## config.mk

```make
export PLATFORM = sky130hd
export DESIGN_NAME = nmi_trig_latch
export DESIGN_NICKNAME = d
export VERILOG_FILES = /design/src/rtl/nmi_trig_pkg.sv /design/src/rtl/nmi_pad_sync.sv /design/src/rtl/nmi_sense.sv /design/src/rtl/nmi_sr_latch.sv /design/src/rtl/nmi_trig_latch.sv
export SDC_FILE = /design/constraint.sdc
export NUM_CORES = 1
export LEC_CHECK = 0
export BUFFER_PORTS_ARGS = -buffer_cell sky130_fd_sc_hd__buf_4
export CORE_AREA = 4 4 41 43
export DETAILED_ROUTE_END_ITERATION = 12
export DIE_AREA = 0 0 45 47
export SETUP_SLACK_MARGIN = 0.1
export SLEW_MARGIN = 0
export SYNTH_ARGS = -nofsm -noshare
export SYNTH_HDL_FRONTEND = slang
export SYNTH_SLANG_ARGS = --single-unit
```

## constraint.sdc

```tcl
create_clock -name clk -period 1 [get_ports clk]
set_clock_uncertainty 0.1 [all_clocks]
set_input_delay 0.1 -clock clk [delete_from_list [all_inputs] [get_ports clk]]
set_output_delay 0.1 -clock clk [all_outputs]
set_load 0.02 [all_outputs]
```

## src/rtl/nmi_trig_pkg.sv

```systemverilog
package nmi_trig_pkg;
  // bit 1 selects active-high polarity, bit 0 selects edge sensing
  typedef enum logic [1:0] {
    TRIG_LVL_LO   = 2'd0,
    TRIG_EDGE_FAL = 2'd1,
    TRIG_LVL_HI   = 2'd2,
    TRIG_EDGE_RIS = 2'd3
  } trig_e;

  localparam int TRIG_POL_BIT  = 1;
  localparam int TRIG_EDGE_BIT = 0;

  function automatic logic trig_is_edge(trig_e t);
    return t[TRIG_EDGE_BIT];
  endfunction

  function automatic logic trig_active_high(trig_e t);
    return t[TRIG_POL_BIT];
  endfunction
endpackage

```

## src/rtl/nmi_pad_sync.sv

```systemverilog
module nmi_pad_sync #(
  parameter int   STAGES = 2,
  parameter logic IDLE   = 1'b1
) (
  input  logic clk,
  input  logic rst_n,
  input  logic d_i,
  output logic q_o
);
  logic [STAGES-1:0] chain_q;

  always_ff @(posedge clk) begin
    if (!rst_n) begin
      chain_q <= {STAGES{IDLE}};
    end else begin
      chain_q[0] <= d_i;
      for (int i = 1; i < STAGES; i++) chain_q[i] <= chain_q[i-1];
    end
  end

  assign q_o = chain_q[STAGES-1];
endmodule

```

## src/rtl/nmi_sense.sv

```systemverilog
module nmi_sense
  import nmi_trig_pkg::*;
(
  input  logic       clk,
  input  logic       rst_n,
  input  logic       pin_i,
  input  logic [1:0] trig_i,
  output logic       active_o,
  output logic       evt_o
);
  trig_e trig_now;
  trig_e trig_q;
  logic  hist_q;
  logic  trig_chg;

  assign trig_now = trig_e'(trig_i);
  assign active_o = trig_active_high(trig_now) ? pin_i : ~pin_i;
  assign trig_chg = (trig_now != trig_q);

  always_ff @(posedge clk) begin
    if (!rst_n) begin
      trig_q <= TRIG_LVL_LO;
      hist_q <= 1'b0;
    end else begin
      trig_q <= trig_now;
      hist_q <= active_o;   // reload on any cycle, including a type change
    end
  end

  always_comb begin
    if (trig_is_edge(trig_now)) evt_o = active_o & ~hist_q & ~trig_chg;
    else                        evt_o = active_o;
  end

  // no edge event on the first cycle a new trigger code is seen
  a_r9_no_spurious_edge: assert property (@(posedge clk) disable iff (!rst_n)
    (trig_i[0] && (trig_i != $past(trig_i))) |-> !evt_o);
endmodule

```

## src/rtl/nmi_sr_latch.sv

```systemverilog
module nmi_sr_latch (
  input  logic clk,
  input  logic rst_n,
  input  logic set_i,
  input  logic clr_i,
  output logic q_o
);
  always_ff @(posedge clk) begin
    if (!rst_n)      q_o <= 1'b0;
    else if (set_i)  q_o <= 1'b1;
    else if (clr_i)  q_o <= 1'b0;
  end

  // set beats clear
  a_r8_set_wins: assert property (@(posedge clk) disable iff (!rst_n)
    (set_i && clr_i) |=> q_o);
  // a lone clear empties the latch
  a_r6_clear_takes: assert property (@(posedge clk) disable iff (!rst_n)
    (!set_i && clr_i) |=> !q_o);
  // without a clear the request is held
  a_r5_sticky: assert property (@(posedge clk) disable iff (!rst_n)
    (q_o && !clr_i) |=> q_o);
endmodule

```

## src/rtl/nmi_trig_latch.sv

```systemverilog
module nmi_trig_latch #(
  parameter int   SYNC_STAGES = 2,
  parameter logic PAD_IDLE    = 1'b1
) (
  input  logic       clk,
  input  logic       rst_n,
  input  logic       pad_i,
  input  logic [1:0] trig_i,
  input  logic       clr_i,
  output logic       pending_o,
  output logic       irq_o
);
  logic pin_s;
  logic active;
  logic evt;
  logic latch_q;

  nmi_pad_sync #(.STAGES(SYNC_STAGES), .IDLE(PAD_IDLE)) u_sync (
    .clk(clk), .rst_n(rst_n), .d_i(pad_i), .q_o(pin_s)
  );

  nmi_sense u_sense (
    .clk(clk), .rst_n(rst_n), .pin_i(pin_s), .trig_i(trig_i),
    .active_o(active), .evt_o(evt)
  );

  nmi_sr_latch u_latch (
    .clk(clk), .rst_n(rst_n), .set_i(evt), .clr_i(clr_i), .q_o(latch_q)
  );

  assign pending_o = latch_q;
  assign irq_o     = latch_q;

  // in a level mode a clear is refused while the source is active
  a_r7_level_hold: assert property (@(posedge clk) disable iff (!rst_n)
    (!trig_i[0] && active && clr_i) |=> pending_o);
  // an active level always leaves a request behind
  a_r2_level_sets: assert property (@(posedge clk) disable iff (!rst_n)
    (!trig_i[0] && active) |=> pending_o);
endmodule

```

==> impl_metrics.yaml, run 1 <==
drt:
  routed_wl_um: 435
  drt_first_pass_iters: 4
  drc: 0
  ant_nets: 0
  vias_per_cell: 3.68
  wire_per_inst_um: 9.26
  via_count: 173
  detail_route.iter0.violations: 2
clock_network:
  root_buffer: "clkbuf_4"
  h-tree-depth: 1
  clkSinkCount: 6
  numCtsBuffers: 3
  cts.clk_slew.worst_paths_ps: 40
  clock_path_buffers: 2
  worstSkewPairLatency_ps: 240
  cts_tree: "done"
setup_path:
  cp-start-kind: "register"
  critical_path_class: "register to register"
  end_kind: "register"
  max_stage_delay_ps: 300
  cp.arrival_ps: 970
  crit_fanout: 2
  crit_chain: "xnor2_1, and2_4, a32o_1"
  crit_required_ps: 1030
  cpMaxStageDelayCell: "dfxtp_1"
die:
  io_pins: 8
  coreArea_um2: 1300
  die_area_um2: 2120
  rows: 13
  die_x_um: 45
  initial_core_util: 0.158
  dieHeight_um: 47
pwr:
  power.density_nw_per_um2: 1590
  peakVddDrop_v: 0.000579
  p_leak_nw: 0.165
yosys:
  synth_nets: 24
  yosysUniqueCellTypes: 11
  ys_seq_area_frac: 0.585
  yosysWarnings: 0
  synth_top_area_frac: 0.585
  syn_area_um2: 205
  synth_top_cell_by_area: "dfxtp_1"
  synth-seq-cells: 6
  synth_cells: 18
  syn-mean-instance-area_um2: 11.4
  synthTopCellsByArea: "dfxtp_1, nand2b_1, a32o_1"
timing:
  slew_violations: 0
  max_freq_mhz: 1070
  min_period_ps: 938
  period_share: 0.938
  max_slew_margin: 0.915
  setup_viol_count_final: 0
  hold_ws_ps: 13.6
  finalHoldViolCount: 0
  worst_pin_slew_ps: 127
  grt_setup_unrepaired: "true"
  tns_ps: 0
worst_hold_path:
  hold_path.class: "primary input to register"
placed_design:
  routabilityCongestion: 0.638
  numPortBuffers: 7
global_routing:
  grt_pass1_wl_um: 759
  grt_max_degree: 5
  antenna_found_initial: 0
  grt_pass1_vias: 194
  grt_use_total: 0.0610
  grt_overflow: 0
final_layout:
  multi_input_area_um2: 73.8
  n_antenna_cell: 0
  seq_area_um2: 125
  areaGrowthSynthToFinish_pct: 72.6
  nets: 40
  fill_cells: 149
  drive_gt1_frac: 0.469
job:
  cap_violations: 0
run_status:
  status: "complete, no violations"
routing by layer:
| metal | GRT usage | wire [µm] | up-vias |
|---|---|---|---|
| li1 | - | - | 84 |
| met1 | 0.0528 | 161 | 73 |
| met2 | 0.0706 | 173 | 11 |
| met3 | 0.0651 | 80 | 5 |
| met4 | 0.0702 | 20 | 0 |
| met5 | 0 | 0 | - |
flip-flops by register name (all words and copies together), names as in the netlist:
name,flops
u_latch.q_o,1
u_sense.hist_q,1
u_sync.chain_q,2
u_sense.trig_q,2
per-stage QoR:
step / instances / setup WS, ps / power, mW / utilization / instance area, µm²
after floorplan: 18 / 76.9 / 0.297 / - / 205
after CTS: 46 / 52.9 / 0.575 / 0.263 / 342
after detailed placement: 39 / 40.0 / 0.325 / 0.207 / 269
after global placement: 39 / 44.3 / 0.324 / 0.207 / 269
after global routing: 47 / 14.6 / 0.605 / 0.272 / 354
final: 47 / 61.9 / 0.563 / 0.272 / 354
cells by family (layout without fill, tap and decap cells):
logic type | after synthesis | count (layout) | synth area share
DFF | 6 | 6 | 0.585
AOI/OAI and AO/OA | 2 | 2 | 0.0731
xor gates and xnor gates | 2 | 2 | 0.0854
and+or+nand+nor | 6 | 6 | 0.201
buffers and inverters | 2 | 16 | 0.0549
power breakdown:
group          total, mW  switching (mW)  internal, mW
combinational     0.0825          0.0276        0.0549
sequential         0.261         0.00650         0.255
clock              0.219          0.0837         0.135
total              0.563           0.118         0.445
cells in the mapped netlist:
master,count
a32o_1,1
and2_1,1
and2_2,1
and2_4,1
buf_4,1
dfxtp_1,6
inv_1,1
nand2b_1,3
o21ai_0,1
xnor2_1,1
xor2_1,1
layout make-up:
| type | count | share of cell area |
|---|---|---|
| sequential | 6 | 0.353 |
| timing repair buffer | 12 | 0.311 |
| multi-input combinational | 10 | 0.208 |
| clock buffer | 3 | 0.0636 |
| tap | 15 | 0.0530 |
| inverter | 1 | 0.0106 |
cell usage in the layout, fill, tap and decap left out:
cell	count
dlymetal6s4s_1	1
xnor2_1	1
and2_1	1
xor2_1	1
inv_1	1
a32o_1	1
dfxtp_4	1
dfxtp_1	4
clkbuf_4	3
buf_6	2
and2_4	1
dlygate4sd3_1	3
nand2b_1	3
o21ai_1	1
and2_2	1
dfxtp_2	1
buf_4	6
repair_timing:
item | CTS | global route
hold buffers | 4 | 0
resized for setup | 5 | 2
pin swaps | 1 | 0
buffers inserted | 0 | 1
endpoints found under the hold margin | 3 | 0
endpoints found under the setup margin | 3 | 5
critical path, delay by kind of cell (launching register included):
family | cells | cell delay, ps
XOR/XNOR | 1 | 110
flip-flops | 1 | 300
AND/OR/NAND/NOR | 1 | 130
AO/OA/AOI/OAI | 1 | 190
final timing paths:
path	startpoint	end	slack, ps	cells past startpoint
max	u_sync.chain_q[1]$_SDFF_PN1_	u_latch.q_o$_SDFFE_PN0P_	60	3
min	trig_i[1]	u_sense.trig_q[1]$_SDFF_PN0_	10	2
min reg2reg	u_sync.chain_q[0]$_SDFF_PN1_	u_sync.chain_q[1]$_SDFF_PN1_	310	1
max reg2reg	u_sync.chain_q[1]$_SDFF_PN1_	u_latch.q_o$_SDFFE_PN0P_	60	3
Note: power is estimated with default switching activity, not from simulation.
==> inputs of run 2 (changes only) <==
Settings changed: CELL_PAD_IN_SITES_DETAIL_PLACEMENT from default to 2, CELL_PAD_IN_SITES_GLOBAL_PLACEMENT from default to 2, PLACE_DENSITY_LB_ADDON from default to 0.1.
==> impl_metrics.yaml, run 2 (synthesized netlist as in run 1, its figures left out) <==
worst_hold_path:
  hold_path.class: "primary input to register"
drt:
  routed_wl_um: 481
  drt_first_pass_iters: 2
  vias_per_cell: 3.79
  ant_nets: 0
  detail_route.iter0.violations: 1
  via_count: 178
  drc: 0
  wire_per_inst_um: 10.2
final_layout:
  mostFrequentLayoutCells: "buf_4, dfxtp_1, dlygate4sd3_1, nand2b_1, clkbuf_4"
  n_antenna_cell: 0
  largestRegisters: "u_sense.trig_q (2), u_sync.chain_q (2)"
  final_area_um2: 350
  areaGrowthSynthToFinish_pct: 70.7
  finalNonFillerCells: 47
  nets: 40
  final_util: 0.269
  final_common_cell: "buf_4"
  drive_gt1_frac: 0.438
timing:
  grt_setup_unrepaired: "true"
  slew_violations: 0
  finalWorstSetupSlack_ps: 55.9
  max_freq_mhz: 1060
  max_slew_margin: 0.919
  worst_pin_slew_ps: 121
  period_share: 0.944
  hold_ws_ps: 16.7
  finalHoldViolCount: 0
  min_period_ps: 944
  tns_ps: 0
  setup_viol_count_final: 0
clock_network:
  cts_tree: "done"
  clkSinkCount: 6
  worstSkewPairLatency_ps: 240
  cts.clk_slew.worst_paths_ps: 40
  h-tree-depth: 1
  clock_path_buffers: 2
  numCtsBuffers: 3
  root_buffer: "clkbuf_4"
pwr:
  power.density_nw_per_um2: 1610
  peakVddDrop_v: 0.000726
  p_leak_nw: 0.155
  finalPower_uw: 563
global_routing:
  grt_max_degree: 6
  grt_overflow: 0
  grt_pass1_vias: 196
  grt_pass1_wl_um: 821
  grt_use_total: 0.0633
  antenna_found_initial: 0
die:
  io_pins: 8
  die_area_um2: 2120
  initial_core_util: 0.158
  coreArea_um2: 1300
  die_x_um: 45
  dieHeight_um: 47
  rows: 13
setup_path:
  cp-start-kind: "register"
  end_kind: "register"
  critical_path_class: "register to register"
  crit_fanout: 2
  crit_required_ps: 1030
  cp.arrival_ps: 970
placed_design:
  placed_cell_area_um2: 269
  numPortBuffers: 7
  place_ws_ps: 22.7
  routabilityCongestion: 0.535
  dp_cells: 39
run_status:
  status: "complete, no violations"
job:
  cap_violations: 0
[run 2: layout make-up]
class	count	area, µm²
timing repair buffer	12	108
inverter	1	3.75
tap	15	18.8
clock buffer	3	22.5
sequential	6	124
fill	159	951
multi-input combinational	10	73.8
[run 2: worst max-delay path, cell delays in order (launching register included)]
cell	delay [ps]
dfxtp_1	300
xnor2_1	110
and2_4	140
a32o_1	190
[run 2: worst paths after layout]
kind,depth (start not counted),start,slack (ps),endpoint
min reg2reg,1,u_sync.chain_q[0]$_SDFF_PN1_,330,u_sync.chain_q[1]$_SDFF_PN1_
max,3,u_sync.chain_q[1]$_SDFF_PN1_,60,u_latch.q_o$_SDFFE_PN0P_
max reg2reg,3,u_sync.chain_q[1]$_SDFF_PN1_,60,u_latch.q_o$_SDFFE_PN0P_
min,2,rst_n,20,u_sense.trig_q[1]$_SDFF_PN0_
[run 2: power breakdown]
group / switching [mW] / internal, mW / leakage, nW
sequential: 0.00650 / 0.254 / 0.0505
combinational: 0.0287 / 0.0543 / 0.0911
clock: 0.0836 / 0.136 / 0.0138
total: 0.119 / 0.444 / 0.155
[run 2: timing repair]
action / CTS / global route
gates cloned: 0 / 0
gates resized for setup: 4 / 1
hold endpoints to repair: 3 / 1
setup endpoints to repair: 3 / 3
buffers inserted: 0 / 1
pin swaps: 1 / 0
hold buffers: 3 / 1
[run 2: layer usage]
metal | up-vias | share of wire | track usage
li1 | 85 | - | -
met1 | 84 | 0.33 | 0.0503
met2 | 9 | 0.56 | 0.0932
met3 | 0 | 0.11 | 0.0728
met4 | 0 | 0 | 0.0351
met5 | - | 0 | 0
